### config.mk
export PLATFORM = sky130hd
export DESIGN_NAME = crcgen_serial
export DESIGN_NICKNAME = d
export VERILOG_FILES = /design/src/rtl/crcgen_pkg.sv /design/src/rtl/crcgen_ctrl.sv /design/src/rtl/crcgen_shreg.sv /design/src/rtl/crcgen_serial.sv
export SDC_FILE = /design/constraint.sdc
export NUM_CORES = 1
export LEC_CHECK = 0
export BUFFER_PORTS_ARGS = -buffer_cell sky130_fd_sc_hd__buf_2
export CAP_MARGIN = 0
export CORE_MARGIN = 2
export CORE_UTILIZATION = 30
export CTS_CLUSTER_DIAMETER = 150
export DETAILED_ROUTE_END_ITERATION = 12
export PLACE_DENSITY_LB_ADDON = 0.2
export SLEW_MARGIN = 20
export SYNTH_ARGS = -nofsm -noshare
export SYNTH_HDL_FRONTEND = slang
export SYNTH_SLANG_ARGS = --single-unit
### constraint.sdc
create_clock -name clk -period 1.3 [get_ports clk]
set_input_delay 0.26 -clock clk [delete_from_list [all_inputs] [get_ports clk]]
set_output_delay 0.26 -clock clk [all_outputs]
set_load 0.03 [all_outputs]
### src/rtl/crcgen_pkg.sv
package crcgen_pkg;

  typedef enum logic [1:0] {
    CG_IDLE  = 2'd0,
    CG_MSG   = 2'd1,
    CG_DRAIN = 2'd2
  } cg_state_e;

  function automatic int cg_cnt_width(input int stages);
    return (stages > 1) ? $clog2(stages) : 1;
  endfunction

endpackage

### src/rtl/crcgen_ctrl.sv
module crcgen_ctrl
  import crcgen_pkg::*;
#(
  parameter int CRC_W = 5
) (
  input  logic clk,
  input  logic rst_n,
  input  logic start_i,
  input  logic bit_vld_i,
  input  logic bit_last_i,
  output logic clr_o,
  output logic take_o,
  output logic drain_o,
  output logic idle_o,
  output logic done_o
);

  localparam int CNT_W = cg_cnt_width(CRC_W);
  localparam logic [CNT_W-1:0] CNT_LAST = CNT_W'(CRC_W - 1);

  cg_state_e        state_q;
  logic [CNT_W-1:0] cnt_q;
  logic             done_q;
  logic             msg_end;
  logic             drain_end;

  assign clr_o     = start_i;
  assign take_o    = (state_q == CG_MSG) && bit_vld_i && !start_i;
  assign drain_o   = (state_q == CG_DRAIN);
  assign idle_o    = (state_q == CG_IDLE);
  assign msg_end   = take_o && bit_last_i;
  assign drain_end = drain_o && (cnt_q == CNT_LAST);
  assign done_o    = done_q;

  always_ff @(posedge clk or negedge rst_n) begin
    if (!rst_n) begin
      state_q <= CG_IDLE;
      cnt_q   <= '0;
      done_q  <= 1'b0;
    end else begin
      done_q <= 1'b0;
      if (start_i) begin
        state_q <= CG_MSG;
        cnt_q   <= '0;
      end else begin
        unique case (state_q)
          CG_MSG: begin
            if (msg_end) begin
              state_q <= CG_DRAIN;
              cnt_q   <= '0;
            end
          end
          CG_DRAIN: begin
            if (drain_end) begin
              state_q <= CG_IDLE;
              done_q  <= 1'b1;
            end else begin
              cnt_q <= cnt_q + 1'b1;
            end
          end
          default: state_q <= CG_IDLE;
        endcase
      end
    end
  end

endmodule

### src/rtl/crcgen_shreg.sv
module crcgen_shreg #(
  parameter int               CRC_W = 5,
  parameter logic [CRC_W:0]   POLY  = 6'b100111
) (
  input  logic             clk,
  input  logic             rst_n,
  input  logic             clr_i,
  input  logic             take_i,
  input  logic             drain_i,
  input  logic             bit_i,
  output logic             msb_o,
  output logic             fb_o,
  output logic [CRC_W-1:0] rem_o
);

  logic [CRC_W-1:0] stage_q;
  logic [CRC_W-1:0] stage_nxt;
  logic             fb;

  // feedback is gated off outside the message phase
  assign fb = take_i ? (bit_i ^ stage_q[CRC_W-1]) : 1'b0;

  assign stage_nxt[0] = fb;
  for (genvar gi = 1; gi < CRC_W; gi++) begin : g_stage
    if (POLY[gi]) begin : g_tap
      assign stage_nxt[gi] = stage_q[gi-1] ^ fb;
    end else begin : g_plain
      assign stage_nxt[gi] = stage_q[gi-1];
    end
  end

  always_ff @(posedge clk or negedge rst_n) begin
    if (!rst_n) begin
      stage_q <= '0;
    end else if (clr_i) begin
      stage_q <= '0;
    end else if (take_i || drain_i) begin
      stage_q <= stage_nxt;
    end
  end

  assign msb_o = stage_q[CRC_W-1];
  assign fb_o  = fb;
  assign rem_o = stage_q;

endmodule

### src/rtl/crcgen_serial.sv
module crcgen_serial #(
  parameter int             CRC_W = 5,
  parameter logic [CRC_W:0] POLY  = 6'b100111
) (
  input  logic clk,
  input  logic rst_n,
  input  logic start_i,
  input  logic bit_vld_i,
  input  logic bit_i,
  input  logic bit_last_i,
  output logic fcs_bit_o,
  output logic fcs_vld_o,
  output logic done_o
);

  logic             clr_w;
  logic             take_w;
  logic             drain_w;
  logic             idle_w;
  logic             fb_w;
  logic             msb_w;
  logic [CRC_W-1:0] rem_w;

  crcgen_ctrl #(.CRC_W(CRC_W)) u_ctrl (
    .clk       (clk),
    .rst_n     (rst_n),
    .start_i   (start_i),
    .bit_vld_i (bit_vld_i),
    .bit_last_i(bit_last_i),
    .clr_o     (clr_w),
    .take_o    (take_w),
    .drain_o   (drain_w),
    .idle_o    (idle_w),
    .done_o    (done_o)
  );

  crcgen_shreg #(.CRC_W(CRC_W), .POLY(POLY)) u_shreg (
    .clk    (clk),
    .rst_n  (rst_n),
    .clr_i  (clr_w),
    .take_i (take_w),
    .drain_i(drain_w),
    .bit_i  (bit_i),
    .msb_o  (msb_w),
    .fb_o   (fb_w),
    .rem_o  (rem_w)
  );

  assign fcs_bit_o = msb_w;
  assign fcs_vld_o = drain_w;

endmodule

==> summary.md, run 1 <==
| Metric | Value |
|---|---|
| Setup violators final | 0 |
| Setup Skew | 0.00272 ns |
| Most frequent cells in the layout | nand2_1, dfrtp_1, buf_2 |
| IO Port Bufs | 8 |
| Hold path cells | 3 |
| GP Congestion | 0.749 |
| Worst Reg2Reg Path Length in Cells | 4 |
| End of the critical path | fcs_vld_o |
| Cell Count, Final, Fillers Out | slightly below 100 |
| Sequential-to-total area share from yosys stat | between 40% and 50% |
| Initial antenna violation count | 0 |
| CTS tree | yes |
| Routed wire length | ~1100 µm |
| Hold Vio Cnt, Final | 0 |
| Via density | between 4 and 5 |
| Global-route wire length before repair | 1820 µm |
| Area growth syn-to-layout | 25.1% |
| Mean post-synth cell area | about 11 µm² |
| Kind of critical path | flop to output pin |
| Grt ovf | 0 |
| CP arrival | approximately 1 ns |
| Antenna Cells | 0 |
| Max cap viols | 0 |
| DRT Pass-1 Iters | 2 |
| Yosys reg bits | 11 |
| Crit end category | output pin |
| Die width | roughly 49 µm |
| FF-to-FF Start | u_ctrl.state_q[0]$_DFFE_PN0P_ |
| RSZ-0062 raised after global routing | yes |
| Worst Setup Start Kind | flop |
| Post-detail-place hpwl | 770 µm |
| Fmax | slightly below 0.8 GHz |
| Relative max-transition margin | 78.2% |
| Cell Area, Synth | around 590 µm² |
| Starting density of the core | a little under a third |
| Clock tree buffer depth | 2 |
| Die ar. | roughly 2400 µm² |
| Multi-input gate area | ~320 µm² |
| Syn_nets | 63 |
| Worst Setup SP | u_ctrl.state_q[0]$_DFFE_PN0P_ |
| Clock latency on the worst-skew pair | roughly 0.27 ns |
| I/O pin count | 9 |
| CTS root buffer | clkbuf_4 |
| CTS Buf Count | 3 |
| Pwr Total | between 0.7 and 0.8 mW |
| HP Class | input port to flop |
| FF/Latch Area | about 280 µm² |
| Area of the core | 1920 µm² |
| Fill cells | ~210 |
| HP Start | bit_last_i |
| Initial DRC count | 7 |
| Largest net degree at the start of global routing | 12 |
| Yosys warnings | 0 |
| H-tree depth | 1 |
| Via count of the first global-routing pass | 409 |
| Num rows | 16 |
| Post-layout util | 38.7% |
| CTS Sinks | 11 |
| IR drop worst, VDD | 0.000469 V |
| Post-route ant nets | 0 |
| PwrDens | between 900 and 1000 nW/µm² |
| Fin crit period | between 1 and 1.5 ns |
| Fin crit share | between 90 and 100% |
| Critical Path RT | 1.04 ns |
| Max-slew violations | 0 |
| DR DRC count | 0 |
| Synth cell types | 22 |
| Reg2reg end | u_shreg.rem_o[2]$_DFFE_PN0P_ |
| CP max FO | 3 |
| Share of cells above drive strength 1 | roughly a third |
| DP Cell Count | 90 |
| Per-cell routed wire length | roughly 11 µm |
| Synth Instances | 55 |
| Clk slew on worst S/H paths | roughly 0.07 ns |
| LEAKAGE | between 0.3 and 0.4 nW |
| Net count, final | between 70 and 80 |
| Status | complete, no violations |
| Via count | 432 |
| Die H | slightly below 50 µm |
| FF-to-FF setup slack | around 0.06 ns |
| GRT Total Usage | between 10 and 15% |
| Slew @ Worst Pin | ~0.33 ns |
[registers in the layout, summed over array words and instances, names as in the netlist]
register	cells
u_ctrl.state_q	2
u_ctrl.cnt_q	3
u_shreg.rem_o	5
u_ctrl.done_o	1
[worst max-delay path: stages (launching register included)]
cell and delay [ns]:
dfrtp_2 0.45, nor2b_4 0.15, buf_6 0.14
[metal layers]
layer | part of all wire, % | GRT usage, % | up-vias
li1 | - | - | 223
met2 | 49 | 16.2 | 8
met1 | 46 | 12.5 | 199
met4 | 0.92 | 4.29 | 0
met5 | 0 | 0 | -
met3 | 4.7 | 4.63 | 2
[synthesized netlist by cell type, drive strengths merged]
cell type / instances / share of area (%)
nand2b: 2 / 2.1
a21o: 1 / 1.3
nand3: 3 / 2.5
nand2: 10 / 6.3
a31o: 1 / 1.5
nand3b: 3 / 3.8
nor3b: 1 / 3.2
a311oi: 1 / 2.5
o21ai: 4 / 3.4
and3: 1 / 1.9
a211oi: 1 / 3.4
nor2b: 2 / 3.8
nor2: 3 / 1.9
dfrtp: 11 / 46
xnor2: 1 / 1.5
a21oi: 2 / 1.7
a32oi: 1 / 1.5
inv: 2 / 1.3
ha: 2 / 4.2
buf: 1 / 1.9
o211ai: 2 / 4.2
[how the worst min path moves through the flow]
stage                                    end  slack (ns)
2_1_floorplan    u_ctrl.cnt_q[0]$_DFFE_PN0P_       -0.04
3_3_place_gp     u_ctrl.cnt_q[0]$_DFFE_PN0P_        0.15
4_1_cts        u_ctrl.state_q[0]$_DFFE_PN0P_        0.30
3_5_place_dp     u_ctrl.cnt_q[2]$_DFFE_PN0P_        0.15
5_1_grt        u_ctrl.state_q[0]$_DFFE_PN0P_        0.34
6_report       u_ctrl.state_q[0]$_DFFE_PN0P_        0.32
[where the power goes]
group,switching [mW],total [mW],leakage [nW],internal [mW]
sequential,0.0159,0.375,0.147,0.359
clock,0.116,0.235,0.0150,0.119
combinational,0.0586,0.107,0.183,0.0485
total,0.191,0.717,0.345,0.526
[per-stage QoR]
| step | setup TNS, ns | setup slack (ns) | hold WS [ns] | area, µm² |
|---|---|---|---|---|
| finish | 0 | 0.0323 | 0.321 | 743 |
| global route | -0.0596 | -0.0294 | 0.338 | 743 |
| CTS | 0 | 0.00582 | 0.303 | 716 |
| detailed placement | 0 | 0.0701 | 0.146 | 664 |
| global placement | 0 | 0.0821 | 0.146 | 664 |
| floorplan | 0 | 0.00948 | -0.0356 | 594 |
[logic make-up (layout without fill, tap and decap cells)]
group | after synthesis | in the layout | synth area share [%]
adder cells (fa/ha/maj) | 2 | 2 | 4.21
AND/OR/NAND/NOR | 25 | 25 | 25.5
XOR/XNOR | 1 | 1 | 1.47
AO/OA/AOI/OAI | 13 | 13 | 19.4
buffers and inverters | 3 | 18 | 3.16
flip-flops | 11 | 11 | 46.3
[repair_timing]
action	CTS	global route
endpoints found under the hold margin	11	0
gates cloned	0	0
pin swaps	1	3
buffers inserted	1	1
resized for setup	2	4
hold buffers	1	0
endpoints found under the setup margin	1	8
[layout make-up]
type                            instances  area share (%)
Multi-Input combinational cell         41            42.6
Sequential cell                        11            37.2
Clock buffer                            4            3.54
Inverter                                2            1.01
Tap cell                               27            4.55
Timing Repair Buffer                   12            11.1
Power figures use the tool's default switching activity.
==> run 2: changes to the inputs <==
Settings changed: CTS_BUF_LIST set to sky130_fd_sc_hd__clkbuf_8, SLEW_MARGIN 20 to 10.
==> run 2 against run 1 <==
Against the previous run: via count is 0.46% higher; combinational power is essentially flat; critical path depth unchanged; sequential power hardly changed; clock-buffer cell count down 1; register-to-register slack hardly changed; sequential share of layout area is 0.74 points lower; worst hold slack gained 0.038 ns; clock skew barely moved; utilization up 0.78 points; fmax decreased by 0.65%; total power up 14%; critical path type unchanged; highest routed layer unchanged.
==> summary.md, run 2 (synthesis gave the netlist of run 1 again) <==
| Metric | Value |
|---|---|
| Status | complete, no violations |
| Pwr Total | 0.815 mW (+14%) |
| Via count | 434 (+0.46%) |
| CTS Buf Count | 3 (unchanged) |
| Area of the core | 1920 µm² (unchanged) |
| Share of cells above drive strength 1 | 34.3% (unchanged) |
| Setup violators final | 0 (unchanged) |
| Fin crit period | 1.28 ns (+0.00834 ns) |
| IO Port Bufs | 8 (unchanged) |
| Largest net degree at the start of global routing | 12 (unchanged) |
| HP Class | input port to flop |
| Fmax | 0.784 GHz (-0.65%) |
| Max reg flops | 5 (unchanged) |
| FF/Latch Area | 277 µm² (unchanged) |
| Cell Count, Final, Fillers Out | 97 (unchanged) |
| Psw | 0.200 mW (+4.7%) |
| Reg2reg end | u_shreg.rem_o[1]$_DFFE_PN0P_ |
| PwrDens | 1070 nW/µm² (+11%) |
| Switching Fraction | 24.5% (-2.1 points) |
| Relative max-transition margin | 77.3% (-0.90 points) |
| I/O pin count | 9 (unchanged) |
| DRT Pass-1 Iters | 4 (+2) |
| H-tree depth | 1 (unchanged) |
| Fin crit share | 98.2% (+0.64 points) |
| DR DRC count | 0 (unchanged) |
| Hold path cells | 3 (unchanged) |
| LEAKAGE | 0.356 nW (+3.1%) |
| CTS root buffer | clkbuf_8 |
| Max-slew violations | 0 (unchanged) |
| Crit end category | output pin |
| Most frequent cells in the layout | nand2_1, dfrtp_1, buf_2 |
| Int Power | 0.615 mW (+17%) |
| Power share of the combinational group | 12.9% (-2.0 points) |
| Clock Power Share | 40.9% (+8.1 points) |
| Via density | 4.47 (+0.46%) |
| Slew @ Worst Pin | 0.339 ns (+0.0135 ns) |
| Critical Path RT | 1.04 ns (about the same) |
| Die H | 48.5 µm (unchanged) |
| Hold Vio Cnt, Final | 0 (unchanged) |
| Num rows | 16 (unchanged) |
| Net count, final | 79 (unchanged) |
| Via count of the first global-routing pass | 405 (-0.98%) |
| Worst Reg2Reg Path Length in Cells | 4 (unchanged) |
| Clock tree buffer depth | 2 (unchanged) |
| GP Congestion | 0.749 (unchanged) |
| Global-route wire length before repair | 1800 µm (-1.2%) |
| Starting density of the core | 30.9% (unchanged) |
| Multi-input gate area | 317 µm² (unchanged) |
| Per-cell routed wire length | 11.1 µm (-1.1%) |
| Die width | 48.5 µm (unchanged) |
| RSZ-0062 raised after global routing | yes |
| Reg power frac | 46.2% (-6.1 points) |
| DP Cell Count | 90 (unchanged) |
| Grt ovf | 0 (unchanged) |
| Worst Setup Start Kind | flop |
| Hold Slack | 0.359 ns (+0.0381 ns) |
| Setup Skew | 0.00303 ns (+0.000311 ns) |
| Hold EP | u_ctrl.state_q[0]$_DFFE_PN0P_ |
| CTS Sinks | 11 (unchanged) |
| FF-to-FF Start | u_ctrl.state_q[0]$_DFFE_PN0P_ |
| Clock latency on the worst-skew pair | 0.24 ns (-0.03 ns) |
| Post-detail-place hpwl | 770 µm (unchanged) |
| Post-route ant nets | 0 (unchanged) |
| CP max FO | 3 (unchanged) |
| CTS tree | yes |
| Area growth syn-to-layout | 27.6% |
| CP arrival | 1.02 ns (about the same) |
| IR drop worst, VDD | 0.000643 V (+37%) |
| HP Start | bit_last_i |
| Kind of critical path | flop to output pin |
| Routed wire length | 1070 µm (-1.1%) |
| Post-layout util | 39.5% (+0.78 points) |
| Antenna Cells | 0 (unchanged) |
| Fill cells | 207 (+0.98%) |
| Cell Area, Placed | 664 µm² (unchanged) |
| Design area | 758 µm² (+2.0%) |
| Max cap viols | 0 (unchanged) |
| GRT Total Usage | 10.3% (-0.066 points) |
| Initial antenna violation count | 0 (unchanged) |
| Clk slew on worst S/H paths | 0.05 ns (-0.02 ns) |
| Initial DRC count | 7 (unchanged) |
| FF-to-FF setup slack | 0.05 ns (about the same) |
| Die ar. | 2350 µm² (unchanged) |
## run 2: cell types whose count changed in the layout (fill, tap and decap cells not counted)
cell,change
clkbuf_1,-1
inv_1,+1
buf_6,-1
clkbuf_4,-3
clkbuf_8,+3
buf_4,+1
## run 2: worst max path at each step
stage                                        from  cells after the start  slack [ns]                           end
finish              u_ctrl.state_q[1]$_DFFE_PN0P_                      2        0.02                     fcs_vld_o
global route        u_ctrl.state_q[0]$_DFFE_PN0P_                      4       -0.04  u_shreg.rem_o[1]$_DFFE_PN0P_
CTS                 u_ctrl.state_q[1]$_DFFE_PN0P_                      5        0.02   u_ctrl.cnt_q[2]$_DFFE_PN0P_
detailed placement  u_ctrl.state_q[0]$_DFFE_PN0P_                      4        0.07  u_shreg.rem_o[1]$_DFFE_PN0P_
global placement    u_ctrl.state_q[0]$_DFFE_PN0P_                      4        0.08   u_ctrl.cnt_q[2]$_DFFE_PN0P_
floorplan           u_ctrl.state_q[1]$_DFFE_PN0P_                      4       0.009  u_shreg.rem_o[2]$_DFFE_PN0P_
## run 2: critical path, cell delays in order (launching register included)
cell and delay [ns]:
dfrtp_1 0.41, nor2b_4 0.20, buf_4 0.17
## run 2: what timing repair did
action                                  CTS  global route
gates cloned                              0             0
endpoints found under the setup margin    1             8
buffers inserted                          2             0
pin swaps                                 1             1
resized for setup                         2             3
hold buffers                              1             0
hold endpoints to repair                 11             0
## run 2: routing by layer
layer  global-route usage [%]  part of all wire, %
met5                        0                    0
met4                     4.29                 0.84
met3                     4.63                  5.4
met2                     16.2                   50
met1                     12.3                   44
## run 2: layout make-up
type,instances,share of cell area [%]
Tap cell,27,4.46
Timing Repair Buffer,12,10.4
Clock inverter,1,0.495
Inverter,2,0.990
Multi-Input combinational cell,41,41.7
Clock buffer,3,5.45
Sequential cell,11,36.5
## run 2: stage by stage
| step | setup slack [ns] | setup TNS [ns] |
|---|---|---|
| after floorplan | 0.00948 | 0 |
| after global placement | 0.0821 | 0 |
| after detailed placement | 0.0701 | 0 |
| after CTS | 0.0151 | 0 |
| after global routing | -0.0428 | -0.0739 |
| final | 0.0239 | 0 |
## run 2: power groups by stage
| stage | clock network (mW) | logic [mW] | registers (mW) |
|---|---|---|---|
| 2_1_floorplan | 0 | 0.0657 | 0.380 |
| 3_3_place_gp | 0 | 0.0953 | 0.380 |
| 3_5_place_dp | 0 | 0.0958 | 0.380 |
| 4_1_cts | 0.345 | 0.101 | 0.376 |
| 5_1_grt | 0.368 | 0.118 | 0.378 |
| 6_report | 0.333 | 0.105 | 0.377 |
